==> src/rtl/gi_pkg.sv <==
package gi_pkg;

    typedef enum logic [3:0] {
        ST_OFF,
        ST_PWR_WAIT,
        ST_NOP,
        ST_RST_REL,
        ST_PRE1,
        ST_TRP1,
        ST_EMRS,
        ST_TMRD1,
        ST_MRS,
        ST_TMRD2,
        ST_PRE2,
        ST_TRP2,
        ST_REF,
        ST_TRFC,
        ST_LOCK,
        ST_DONE
    } gi_state_e;

    // command bits are {cs_n, ras_n, cas_n, we_n}
    typedef enum logic [3:0] {
        CMD_DESEL = 4'b1111,
        CMD_NOP   = 4'b0111,
        CMD_PRE   = 4'b0010,
        CMD_MRS   = 4'b0000,
        CMD_REF   = 4'b0001
    } gi_cmd_e;

    function automatic int gi_max(input int a, input int b);
        return (a > b) ? a : b;
    endfunction

endpackage

==> src/rtl/gi_delay_ctr.sv <==
module gi_delay_ctr #(
    parameter int CNT_W = 16
) (
    input  logic             clk,
    input  logic             rst_n,
    input  logic             load,
    input  logic [CNT_W-1:0] load_val,
    output logic             expired
);
    logic [CNT_W-1:0] cnt_q;

    always_ff @(posedge clk or negedge rst_n) begin
        if (!rst_n) begin
            cnt_q <= '0;
        end else if (load) begin
            cnt_q <= load_val;
        end else if (cnt_q != '0) begin
            cnt_q <= cnt_q - 1'b1;
        end
    end

    assign expired = (cnt_q == '0);

    // an unloaded running count steps down by exactly one per cycle
    p_count_step_r7: assert property (@(posedge clk) disable iff (!rst_n)
        (!load && cnt_q != '0) |=> (cnt_q == $past(cnt_q) - 1'b1));

    // an expired, unloaded counter stays expired
    p_count_hold_r7: assert property (@(posedge clk) disable iff (!rst_n)
        (!load && expired) |=> expired);

endmodule

==> src/rtl/gi_fsm.sv <==
module gi_fsm
    import gi_pkg::*;
#(
    parameter int T_WAIT    = 40000,
    parameter int T_HOLD    = 2,
    parameter int T_RP      = 4,
    parameter int T_MRD     = 4,
    parameter int T_RFC     = 20,
    parameter int LOCK_REM  = 0,
    parameter int REF_COUNT = 2,
    parameter int CNT_W     = 16
) (
    input  logic             clk,
    input  logic             rst_n,
    input  logic             pwr_good,
    input  logic             cnt_expired,
    output gi_state_e        state_q,
    output logic             cnt_load,
    output logic [CNT_W-1:0] cnt_val
);
    localparam int REF_W = $clog2(REF_COUNT + 1);

    gi_state_e        state_d;
    logic [REF_W-1:0] ref_q;

    function automatic int dwell(input gi_state_e s);
        case (s)
            ST_PWR_WAIT: return T_WAIT;
            ST_RST_REL:  return T_HOLD;
            ST_TRP1:     return T_RP;
            ST_TRP2:     return T_RP;
            ST_TMRD1:    return T_MRD;
            ST_TMRD2:    return T_MRD;
            ST_TRFC:     return T_RFC;
            ST_LOCK:     return LOCK_REM;
            default:     return 1;
        endcase
    endfunction

    always_ff @(posedge clk or negedge rst_n) begin
        if (!rst_n) begin
            state_q <= ST_OFF;
        end else begin
            state_q <= state_d;
        end
    end

    always_ff @(posedge clk or negedge rst_n) begin
        if (!rst_n) begin
            ref_q <= '0;
        end else if (state_q == ST_OFF) begin
            ref_q <= '0;
        end else if (state_q == ST_REF) begin
            ref_q <= ref_q + 1'b1;
        end
    end

    always_comb begin
        state_d = state_q;
        unique case (state_q)
            ST_OFF:      state_d = ST_PWR_WAIT;
            ST_PWR_WAIT: if (cnt_expired) state_d = ST_NOP;
            ST_NOP:      state_d = ST_RST_REL;
            ST_RST_REL:  if (cnt_expired) state_d = ST_PRE1;
            ST_PRE1:     state_d = ST_TRP1;
            ST_TRP1:     if (cnt_expired) state_d = ST_EMRS;
            ST_EMRS:     state_d = ST_TMRD1;
            ST_TMRD1:    if (cnt_expired) state_d = ST_MRS;
            ST_MRS:      state_d = ST_TMRD2;
            ST_TMRD2:    if (cnt_expired) state_d = ST_PRE2;
            ST_PRE2:     state_d = ST_TRP2;
            ST_TRP2:     if (cnt_expired) state_d = ST_REF;
            ST_REF:      state_d = ST_TRFC;
            ST_TRFC: begin
                if (cnt_expired) begin
                    if (ref_q != REF_W'(REF_COUNT)) begin
                        state_d = ST_REF;
                    end else if (LOCK_REM > 0) begin
                        state_d = ST_LOCK;
                    end else begin
                        state_d = ST_DONE;
                    end
                end
            end
            ST_LOCK:     if (cnt_expired) state_d = ST_DONE;
            ST_DONE:     state_d = ST_DONE;
        endcase
        if (!pwr_good) begin
            state_d = ST_OFF;
        end
    end

    assign cnt_load = (state_d != state_q);
    assign cnt_val  = CNT_W'(dwell(state_d) - 1);

    // power-good low forces the off state on the next cycle
    p_pg_drop_r10: assert property (@(posedge clk) disable iff (!rst_n)
        !pwr_good |=> (state_q == ST_OFF));

    // never more refreshes than configured
    p_ref_bound_r5: assert property (@(posedge clk) disable iff (!rst_n)
        ref_q <= REF_W'(REF_COUNT));

    // completion is reached only after all refreshes were issued
    p_done_after_refs_r8: assert property (@(posedge clk) disable iff (!rst_n)
        (state_q != ST_DONE && state_d == ST_DONE) |-> (ref_q == REF_W'(REF_COUNT)));

endmodule

==> src/rtl/gi_cmd_out.sv <==
module gi_cmd_out
    import gi_pkg::*;
#(
    parameter int              ADDR_W    = 12,
    parameter int              ALL_BIT   = 8,
    parameter logic            TERM_FULL = 1'b1,
    parameter logic [ADDR_W-1:0] MR_CODE  = '0,
    parameter logic [ADDR_W-1:0] EMR_CODE = '0
) (
    input  gi_state_e         state_q,
    output gi_cmd_e           cmd,
    output logic [1:0]        ba,
    output logic [ADDR_W-1:0] addr,
    output logic              mem_rst_n,
    output logic              mem_cke,
    output logic              done
);
    localparam logic [ADDR_W-1:0] ALL_BANKS = ADDR_W'(1) << ALL_BIT;

    always_comb begin
        cmd       = CMD_NOP;
        ba        = 2'b00;
        addr      = '0;
        mem_rst_n = 1'b1;
        mem_cke   = 1'b1;
        done      = 1'b0;
        unique case (state_q)
            ST_OFF, ST_PWR_WAIT: begin
                cmd       = CMD_DESEL;
                mem_rst_n = 1'b0;
                mem_cke   = 1'b0;
            end
            ST_NOP: begin
                mem_rst_n = 1'b0;
                mem_cke   = TERM_FULL;
            end
            ST_RST_REL: begin
                mem_cke   = TERM_FULL;
            end
            ST_PRE1, ST_PRE2: begin
                cmd  = CMD_PRE;
                addr = ALL_BANKS;
            end
            ST_EMRS: begin
                cmd  = CMD_MRS;
                ba   = 2'b01;
                addr = EMR_CODE;
            end
            ST_MRS: begin
                cmd  = CMD_MRS;
                ba   = 2'b00;
                addr = MR_CODE;
            end
            ST_REF: begin
                cmd = CMD_REF;
            end
            ST_DONE: begin
                done = 1'b1;
            end
            ST_TRP1, ST_TMRD1, ST_TMRD2, ST_TRP2, ST_TRFC, ST_LOCK: begin
                cmd = CMD_NOP;
            end
        endcase
    end

endmodule

==> src/rtl/gddr_init_seq.sv <==
module gddr_init_seq
    import gi_pkg::*;
#(
    parameter int                T_PWR_CYC    = 20000,
    parameter int                T_CMD_CYC    = 40000,
    parameter int                T_HOLD_CYC   = 2,
    parameter int                T_RP_CYC     = 4,
    parameter int                T_MRD_CYC    = 4,
    parameter int                T_RFC_CYC    = 20,
    parameter int                DLL_LOCK_CYC = 20000,
    parameter int                REF_COUNT    = 2,
    parameter logic              TERM_FULL    = 1'b1,
    parameter int                ADDR_W       = 12,
    parameter logic [ADDR_W-1:0] MR_CODE      = 12'h132,
    parameter logic [ADDR_W-1:0] EMR_CODE     = 12'h040
) (
    input  logic              clk,
    input  logic              rst_n,
    input  logic              pwr_good,
    output logic              mem_rst_n,
    output logic              mem_cke,
    output logic              mem_cs_n,
    output logic              mem_ras_n,
    output logic              mem_cas_n,
    output logic              mem_we_n,
    output logic [1:0]        mem_ba,
    output logic [ADDR_W-1:0] mem_addr,
    output logic              init_done
);
    localparam int T_WAIT   = gi_max(T_PWR_CYC, T_CMD_CYC);
    localparam int E_SPAN   = 2 + T_MRD_CYC + T_RP_CYC + REF_COUNT * (1 + T_RFC_CYC);
    localparam int LOCK_REM = (DLL_LOCK_CYC > E_SPAN) ? (DLL_LOCK_CYC - E_SPAN) : 0;
    localparam int MAX_D    = gi_max(gi_max(gi_max(T_WAIT, T_HOLD_CYC), gi_max(T_RP_CYC, T_MRD_CYC)),
                                     gi_max(T_RFC_CYC, LOCK_REM));
    localparam int CNT_W    = $clog2(MAX_D + 1);
    localparam int ALL_BIT  = 8;

    gi_state_e        state_q;
    logic             cnt_load;
    logic [CNT_W-1:0] cnt_val;
    logic             cnt_expired;
    gi_cmd_e          cmd;

    gi_delay_ctr #(.CNT_W(CNT_W)) u_ctr (
        .clk      (clk),
        .rst_n    (rst_n),
        .load     (cnt_load),
        .load_val (cnt_val),
        .expired  (cnt_expired)
    );

    gi_fsm #(
        .T_WAIT    (T_WAIT),
        .T_HOLD    (T_HOLD_CYC),
        .T_RP      (T_RP_CYC),
        .T_MRD     (T_MRD_CYC),
        .T_RFC     (T_RFC_CYC),
        .LOCK_REM  (LOCK_REM),
        .REF_COUNT (REF_COUNT),
        .CNT_W     (CNT_W)
    ) u_fsm (
        .clk         (clk),
        .rst_n       (rst_n),
        .pwr_good    (pwr_good),
        .cnt_expired (cnt_expired),
        .state_q     (state_q),
        .cnt_load    (cnt_load),
        .cnt_val     (cnt_val)
    );

    gi_cmd_out #(
        .ADDR_W    (ADDR_W),
        .ALL_BIT   (ALL_BIT),
        .TERM_FULL (TERM_FULL),
        .MR_CODE   (MR_CODE),
        .EMR_CODE  (EMR_CODE)
    ) u_out (
        .state_q   (state_q),
        .cmd       (cmd),
        .ba        (mem_ba),
        .addr      (mem_addr),
        .mem_rst_n (mem_rst_n),
        .mem_cke   (mem_cke),
        .done      (init_done)
    );

    assign {mem_cs_n, mem_ras_n, mem_cas_n, mem_we_n} = cmd;

    // the clock-enable level at the reset rising edge is the termination select
    p_term_at_edge_r4: assert property (@(posedge clk) disable iff (!rst_n)
        $rose(mem_rst_n) |-> (mem_cke == TERM_FULL));

    // executable commands only with reset released and clock enabled
    p_cmd_needs_release_r11: assert property (@(posedge clk) disable iff (!rst_n)
        (!mem_cs_n && !(mem_ras_n && mem_cas_n && mem_we_n)) |-> (mem_rst_n && mem_cke));

    // every precharge addresses all banks
    p_pre_all_r6: assert property (@(posedge clk) disable iff (!rst_n)
        (cmd == CMD_PRE) |-> mem_addr[ALL_BIT]);

    // completion holds while power stays good
    p_done_sticky_r9: assert property (@(posedge clk) disable iff (!rst_n)
        (init_done && pwr_good) |=> init_done);

    // no completion without the memory out of reset
    p_done_released_r1: assert property (@(posedge clk) disable iff (!rst_n)
        init_done |-> (mem_rst_n && mem_cke && !pwr_good == 1'b0 || !pwr_good));

endmodule

==> config.mk <==
export PLATFORM = sky130hd
export DESIGN_NAME = gddr_init_seq
export DESIGN_NICKNAME = d
export VERILOG_FILES = /design/src/rtl/gi_pkg.sv /design/src/rtl/gi_delay_ctr.sv /design/src/rtl/gi_fsm.sv /design/src/rtl/gi_cmd_out.sv /design/src/rtl/gddr_init_seq.sv
export SDC_FILE = /design/constraint.sdc
export NUM_CORES = 1
export LEC_CHECK = 0
export ABC_AREA = 0
export CORE_MARGIN = 2
export CORE_UTILIZATION = 51
export DETAILED_ROUTE_END_ITERATION = 6
export DONT_BUFFER_PORTS = 1
export PLACE_DENSITY = 0.71
export SYNTH_ARGS = -nofsm -noshare
export SYNTH_HDL_FRONTEND = slang
export SYNTH_SLANG_ARGS = --single-unit
==> constraint.sdc <==
create_clock -name clk -period 11.09 [get_ports clk]
set_input_delay 1.109 -clock clk [delete_from_list [all_inputs] [get_ports clk]]
set_output_delay 1.109 -clock clk [all_outputs]
set_load 0.1 [all_outputs]
# Word level (Yosys, flattened, before mapping)
# Memories as Yosys holds them, arrays and structs flattened.
# Index checks and enable logic that the tools add are counted.
dict set report op_classes {
  add_sub_neg 3
  n_mul 0
  n_div 0
  order_cmp 0
  n_eq_ne 17
  shift 0
  mux 21
  n_bitwise 0
  n_reduce_logical 9
}
# op count
set op_table {}
lappend op_table {{one-hot mux 4 bit (16 select lines)} 1}
lappend op_table {{two-way mux 4 bit} 9}
lappend op_table {{equality test 4 bit, second input constant} 8}
lappend op_table {{two-way mux 16 bit} 2}
lappend op_table {{one-hot mux 9 bit (3 select lines)} 1}
lappend op_table {{equality test 4 x 3 -> 1 bit, second input constant} 4}
lappend op_table {{logical NOT 16 bit} 1}
lappend op_table {{one-hot mux 4 bit (4 select lines)} 1}
lappend op_table {{nonzero test 16 bit} 1}
lappend op_table {{subtractor 16 x 1 -> 16 bit, second input constant} 1}
lappend op_table {{subtractor 16 x 2 -> 16 bit, second input constant} 1}
lappend op_table {{equality test 4 x 2 -> 1 bit, second input constant} 2}
lappend op_table {{two-way mux 2 bit} 3}
lappend op_table {{OR reduction 2 bit} 3}
lappend op_table {{equality test 4 x 1 -> 1 bit, second input constant} 1}
lappend op_table {{logical NOT 4 bit} 1}
lappend op_table {{two-way mux 1 bit} 4}
lappend op_table {{inequality test 4 bit} 1}
lappend op_table {{nonzero test 2 bit} 2}
lappend op_table {{OR reduction 3 bit} 1}
lappend op_table {{adder 2 x 1 -> 2 bit, second input constant} 1}
lappend op_table {{inequality test 2 bit, second input constant} 1}
dict set report totals {
  regBits 22
  latch_bits 0
  ramBits 0
  mem_bits_ro 224
  in_bits 3
  out_inout_bits 21
  word_cells 54
  n_memories 1
}
# memory depth width read_ports rd_clocked_by_memory_dff wr line_no
set mem_list {}
lappend mem_list {{(name not given)} 16 14 1 0 0 gi_fsm.sv:27} ;# case (s)

# Longest topological paths before layout
# An unclocked memory read counts as a cell.
dict set report depth {
  depth_word 8
  mapped_depth 17
  ltp_nobuf 16
}

# Modules after synthesis
# A second synthesis with hierarchy kept.
dict set report hier_totals {
  cells_unflattened 238
  area_unflattened_um2 1956.9
}
# module n_inst cells_each area_each_um2
set modules_own_cells {}
lappend modules_own_cells {gi_delay_ctr 1 104 1006.0}
lappend modules_own_cells {gi_fsm 1 103 754.5}
lappend modules_own_cells {gi_cmd_out 1 31 196.4}

# Worst setup path before layout
# OpenSTA, ideal clock, no wires.
dict set report synth_path {
  path_kind {reg2out}
  startpoint {register u_fsm.state_q[0]}
  endpoint {output mem_we_n}
  t_arrival_ps 4479
  required_time_ps 9981
  path_slack_ps 5502
  path_stages_with_launch 5
  path_cell_list {dfrtp_1 clkbuf_1 clkbuf_1 nor3b_1 nor2_1}
}
dict set report synth_via {
  elab_chain_cells 3
  word_cells_on_any_way 11
  classes_between {eq/ne (6); mux (1); reduce/logical (4)}
}
# element line_no
set synth_lines {}
lappend synth_lines {{from (decl)} gi_fsm.sv:17} ;# output gi_state_e state_q,
lappend synth_lines {{from (signal assigned)} gi_fsm.sv:44} ;# state_q <= state_d;
lappend synth_lines {{equality test 4 x 3 -> 1 bit (tied with other cells)} gi_cmd_out.sv:27} ;# unique case (state_q)
lappend synth_lines {{OR reduction 2 bit, on equally long branches} n/a}
lappend synth_lines {{one-hot mux 4 bit (4 select lines) *} gi_cmd_out.sv:27}
lappend synth_lines {{to (decl)} gddr_init_seq.sv:25} ;# output logic mem_we_n,
# Mark *: on every way between the ends. The rest lies on a longest branch, timed or not.

# Final worst setup path
dict set report layout_path {
  startpoint {register u_ctr.cnt_q[0]}
  endpoint {register u_ctr.cnt_q[4]}
}
dict set report layout_via {
  elab_chain_cells 7
  word_cells_on_any_way 19
  classes_between {add/sub (2); eq/ne (1); mux (12); reduce/logical (3); memory (1)}
}
# element line_no
set layout_lines {}
lappend layout_lines {{from (decl)} gi_delay_ctr.sv:10} ;# logic [CNT_W-1:0] cnt_q;
lappend layout_lines {{from (signal assigned)} gi_delay_ctr.sv:16} ;# cnt_q <= load_val;
lappend layout_lines {{from (signal assigned)} gi_delay_ctr.sv:18} ;# cnt_q <= cnt_q - 1'b1;
lappend layout_lines {{logical NOT 16 bit *} gi_delay_ctr.sv:22} ;# assign expired = (cnt_q == '0);
lappend layout_lines {{two-way mux 4 bit (tied with other cells)} gi_fsm.sv:85} ;# ST_LOCK: if (cnt_expired) state_d = ST_DONE;
lappend layout_lines {{one-hot mux 4 bit (16 select lines) *} gi_fsm.sv:60} ;# unique case (state_q)
lappend layout_lines {{two-way mux 4 bit *} gi_fsm.sv:88} ;# if (!pwr_good) begin
lappend layout_lines {{named net u_fsm.state_d[1]} gi_fsm.sv:23} ;# gi_state_e state_d;
lappend layout_lines {{memory (16 x 14 bit)} n/a}
lappend layout_lines {{subtractor 16 x 2 -> 16 bit} gi_fsm.sv:94} ;# assign cnt_val = CNT_W'(dwell(state_d) - 1);
lappend layout_lines {{two-way mux 16 bit} gi_delay_ctr.sv:15} ;# end else if (load) begin
# Mark *: on every way through the listed nets, which the timed path passes. The rest lies on a longest branch. The select of a mux whose other input is x is not followed.
# A chain may end at the register's enable or synchronous reset.

==> qor.txt <==
area of the mapped netlist = 1950 µm²
worst-case hold slack = 0.512 ns
starting density of the core = 53.2%
Final Non-Filler Cells = 282
Die Width = 65.8 µm
Max Slew Vio Count = 0
Hold Path Cell Cnt = 1
final estimated routing congestion in global placement = 0.926
worst-case register-to-register setup slack = 6.57 ns
portion of the post-synthesis area used by sequential elements = 28.3%
Synth Instances = 242
Crit path arrival time = 4.68 ns
clock tree skew after final layout = 0.0125 ns
Clock H-tree levels = 1
fraction of final layout cells sized beyond drive strength 1 = 10.7%
critical path capture point type = flip-flop
clock tree from TritonCTS = done
depth of the worst register-to-register path = 15
initial antenna violation count = 0
number of cell rows = 22
yosys warns = 0
Top FF cell, synth = dfrtp_1
Hold Path End = u_fsm.ref_q[0]$_DFFE_PN0P_
register bit count reported by yosys = 22
clock transition at the registers of the reported paths = 0.10 ns
startpoint type of the worst setup path = flip-flop
GRT overflow = 0
cell area after placement = 2070 µm²
delay contributed by the slowest stage of the critical path = 0.79 ns
clk sinks = 22
worst reg2reg endpoint = u_ctr.cnt_q[4]$_DFFE_PN0P_
final setup vio count = 0
standby leakage power = 0.857 nW
post-synthesis cell type count = 54
number of buffers added on ports = 0
postcts setup bufs = 0
top area cells in the synthesized netlist = dfrtp_1 28%, a21oi_1 4.6%, buf_4 4.2%, ha_1 3.9%, nor3_1 3.9%
core footprint = 3660 µm²
Bufs on Longest Clock Path = 2
worst relative slew slack = 17.5%
register area = 551 µm²
via count = 1784
HPWL after detailed placement = 3520 µm
Inserted Diodes = 0
overall die area = 4330 µm²
cell with the largest stage delay on the worst path = nor4_4
type of the setup path with the least slack = flip-flop to flip-flop
post-route setup TNS = 0 ns
minimum period implied by the final worst setup slack = 4.52 ns
Worst VDD drop = 0.0000748 V
final-stage net count = 244
number of buffers added by the clock tree synthesis step = 3
worst path cell trace = inv_1, ha_1, or4b_1, nor4_4, and2_1, a21oi_1, a311o_1, inv_1, ha_1, mux2i_1, ha_1, inv_1, nor4_1, a2bb2oi_1, a22oi_1
Hold/Removal Path Class = flip-flop to flip-flop
cell count after placement = 278
slew at the pin closest to its max-slew limit = 1.23 ns
global router's overall resource usage = 24.3%
via count of the first global-routing pass = 1605
CTS hold repair buffers = 0
unrepaired setup endpoints after global routing = false
maximum number of pins on one net before global-route repair = 23
source-to-sink clock delay at the later pin of the worst-skew pair = 0.27 ns
share of Yosys cell area claimed by the top area cell type = 28.3%
starting DRC count in detailed routing = 163
critical path required time = 11.26 ns
vias per cell = 6.33
number of remaining DRC errors = 0
hold path startpoint = u_fsm.ref_q[0]$_DFFE_PN0P_
Max Cap Viol = 0
share of flip-flops with an asynchronous set or reset = 100%
Power Dens Cells = 105 nW/µm²
number of top-level pins = 24
Filler Cells Inserted = 321
maximum clock frequency = 221 MHz
outcome = finished clean
Hold Violations, Final = 0
post-synthesis area per instance = 8.05 µm²
count of flip-flops with a built-in enable after synthesis = 0
average detailed-routed wire length per instance = 17.1 µm
chip height = 65.8 µm
Final ANT Viol Nets = 0
Reg2Reg Launch Point = u_ctr.cnt_q[0]$_DFFE_PN0P_
largest driver fanout on the critical path = 15
Area growth, synth to finish = 10.0%
number of optimization iterations in the first detailed-route pass = 5
Multi-input gate area = 1280 µm²
area of all placed cells without fillers = 2140 µm²
Root Buffer Master = clkbuf_8
drt total wl = 4820 µm
largest area contributor in the netlist = dfrtp_1
Post-CTS Resized = 0
share of the clock period used by the worst path = 40.7%
global-route wire length before repair = 8130 µm
## cells in the mapped netlist (2+ instances only)
master     number
a22oi_1         4
xnor2_1         7
buf_4          11
nand3_1        10
a21oi_1        18
o21ai_1         7
a2bb2oi_1       2
xor2_1          8
dfrtp_1        22
nor3b_1         2
inv_1           8
o22ai_1         2
a31oi_1         2
and2_1          6
clkbuf_1       10
nor2_1         19
or3_1           3
o21a_1          3
nand2_1        18
buf_2           4
and3_1          3
nand2b_1        3
a22o_1          2
or2_2           2
nor4_1          4
o21ai_0         4
mux2i_1         3
ha_1            6
or4_1           5
nor3_1         15
o2111ai_1       2
o211ai_1        5
## routing by layer
| layer | GRT usage (%) | wire length (µm) | vias up |
|---|---|---|---|
| met5 | 0 | 0 | - |
| met4 | 6.51 | 57 | 0 |
| met3 | 5.45 | 426 | 10 |
| met2 | 35.6 | 2140 | 94 |
| met1 | 35.7 | 2200 | 822 |
| li1 | - | - | 858 |
## final cells by class
class / instances / area share, %
Timing Repair Buffer: 6 / 7.24
Sequential cell: 22 / 25.7
Tap cell: 48 / 2.80
Clock inverter: 1 / 1.40
Inverter: 8 / 1.40
Clock buffer: 3 / 1.93
Multi-Input combinational cell: 194 / 59.5
## flip-flops by register name (all words and copies together), names as in the netlist
register,count
u_ctr.cnt_q,16
u_fsm.state_q,4
u_fsm.ref_q,2
## worst max-delay path by stage
stage	start	to	slack [ns]	cells after the start
final	u_ctr.cnt_q[0]$_DFFE_PN0P_	u_ctr.cnt_q[4]$_DFFE_PN0P_	6.57	15
after global routing	u_ctr.cnt_q[0]$_DFFE_PN0P_	u_ctr.cnt_q[4]$_DFFE_PN0P_	6.20	15
after CTS	u_ctr.cnt_q[0]$_DFFE_PN0P_	u_ctr.cnt_q[4]$_DFFE_PN0P_	6.60	15
after detailed placement	u_ctr.cnt_q[0]$_DFFE_PN0P_	u_ctr.cnt_q[4]$_DFFE_PN0P_	6.62	15
after global placement	u_ctr.cnt_q[0]$_DFFE_PN0P_	u_ctr.cnt_q[4]$_DFFE_PN0P_	6.74	15
after floorplan	u_fsm.state_q[0]$_DFF_PN0_	mem_we_n	5.50	4
## power by group
group	leakage, nW	switching (W)	total (W)	internal [W]
clock network	0.0357	0.0000291	0.0000773	0.0000482
registers	0.270	0.0000105	0.0000985	0.0000880
logic	0.551	0.0000321	0.0000488	0.0000167
## per-stage QoR
step | util (%) | total power, W | setup WS, ns
finish | 58.5 | 0.000225 | 6.57
global route | 58.5 | 0.000234 | 6.20
CTS | 58.5 | 0.000225 | 6.60
detailed placement | 56.6 | 0.000148 | 6.62
global placement | 56.6 | 0.000147 | 6.74
floorplan | - | 0.000142 | 5.50
## placed cells by master, fill, tap and decap left out, types with 2 or more instances in the layout
cell type   n
o211ai_1    5
a22oi_1     4
o21ai_0     4
o21ai_1     7
nor4_1      4
nor3_1     13
o2111ai_1   2
dfrtp_1    22
or2_2       2
or3_1       3
clkbuf_8    3
nor3_2      3
conb_1      8
nand3_1    10
and2_1      6
a31oi_1     2
nand2_1    18
nor2_1     16
o21a_1      3
o22ai_1     2
a2bb2oi_1   2
mux2i_1     3
or4_1       5
a21oi_1    18
nand2b_1    3
inv_1       8
xnor2_1     7
and3_1      3
nor2_2      3
ha_1        6
clkbuf_16   4
buf_16      2
a22o_1      2
xor2_1      8
## critical path: cells and delay by family, from the launching register on
family                   cells  cell delay, ns
adder cells (fa/ha/maj)      3            0.78
buffers and inverters        3            0.35
AO/OA/AOI/OAI                4            0.75
multiplexers                 1            0.19
flip-flops                   1            0.42
AND/OR/NAND/NOR              4            1.94
## kinds of logic after synthesis
group	Yosys count	synth area share, %
AOI/OAI and AO/OA	64	22.9
xor gates and xnor gates	15	6.74
adders and majority gates	6	3.85
buffers and inverters	33	8.74
DFF	22	28.3
muxes	5	2.70
other	1	0.192
and+or+nand+nor	96	26.7
Note: power is estimated with default switching activity, not from simulation.
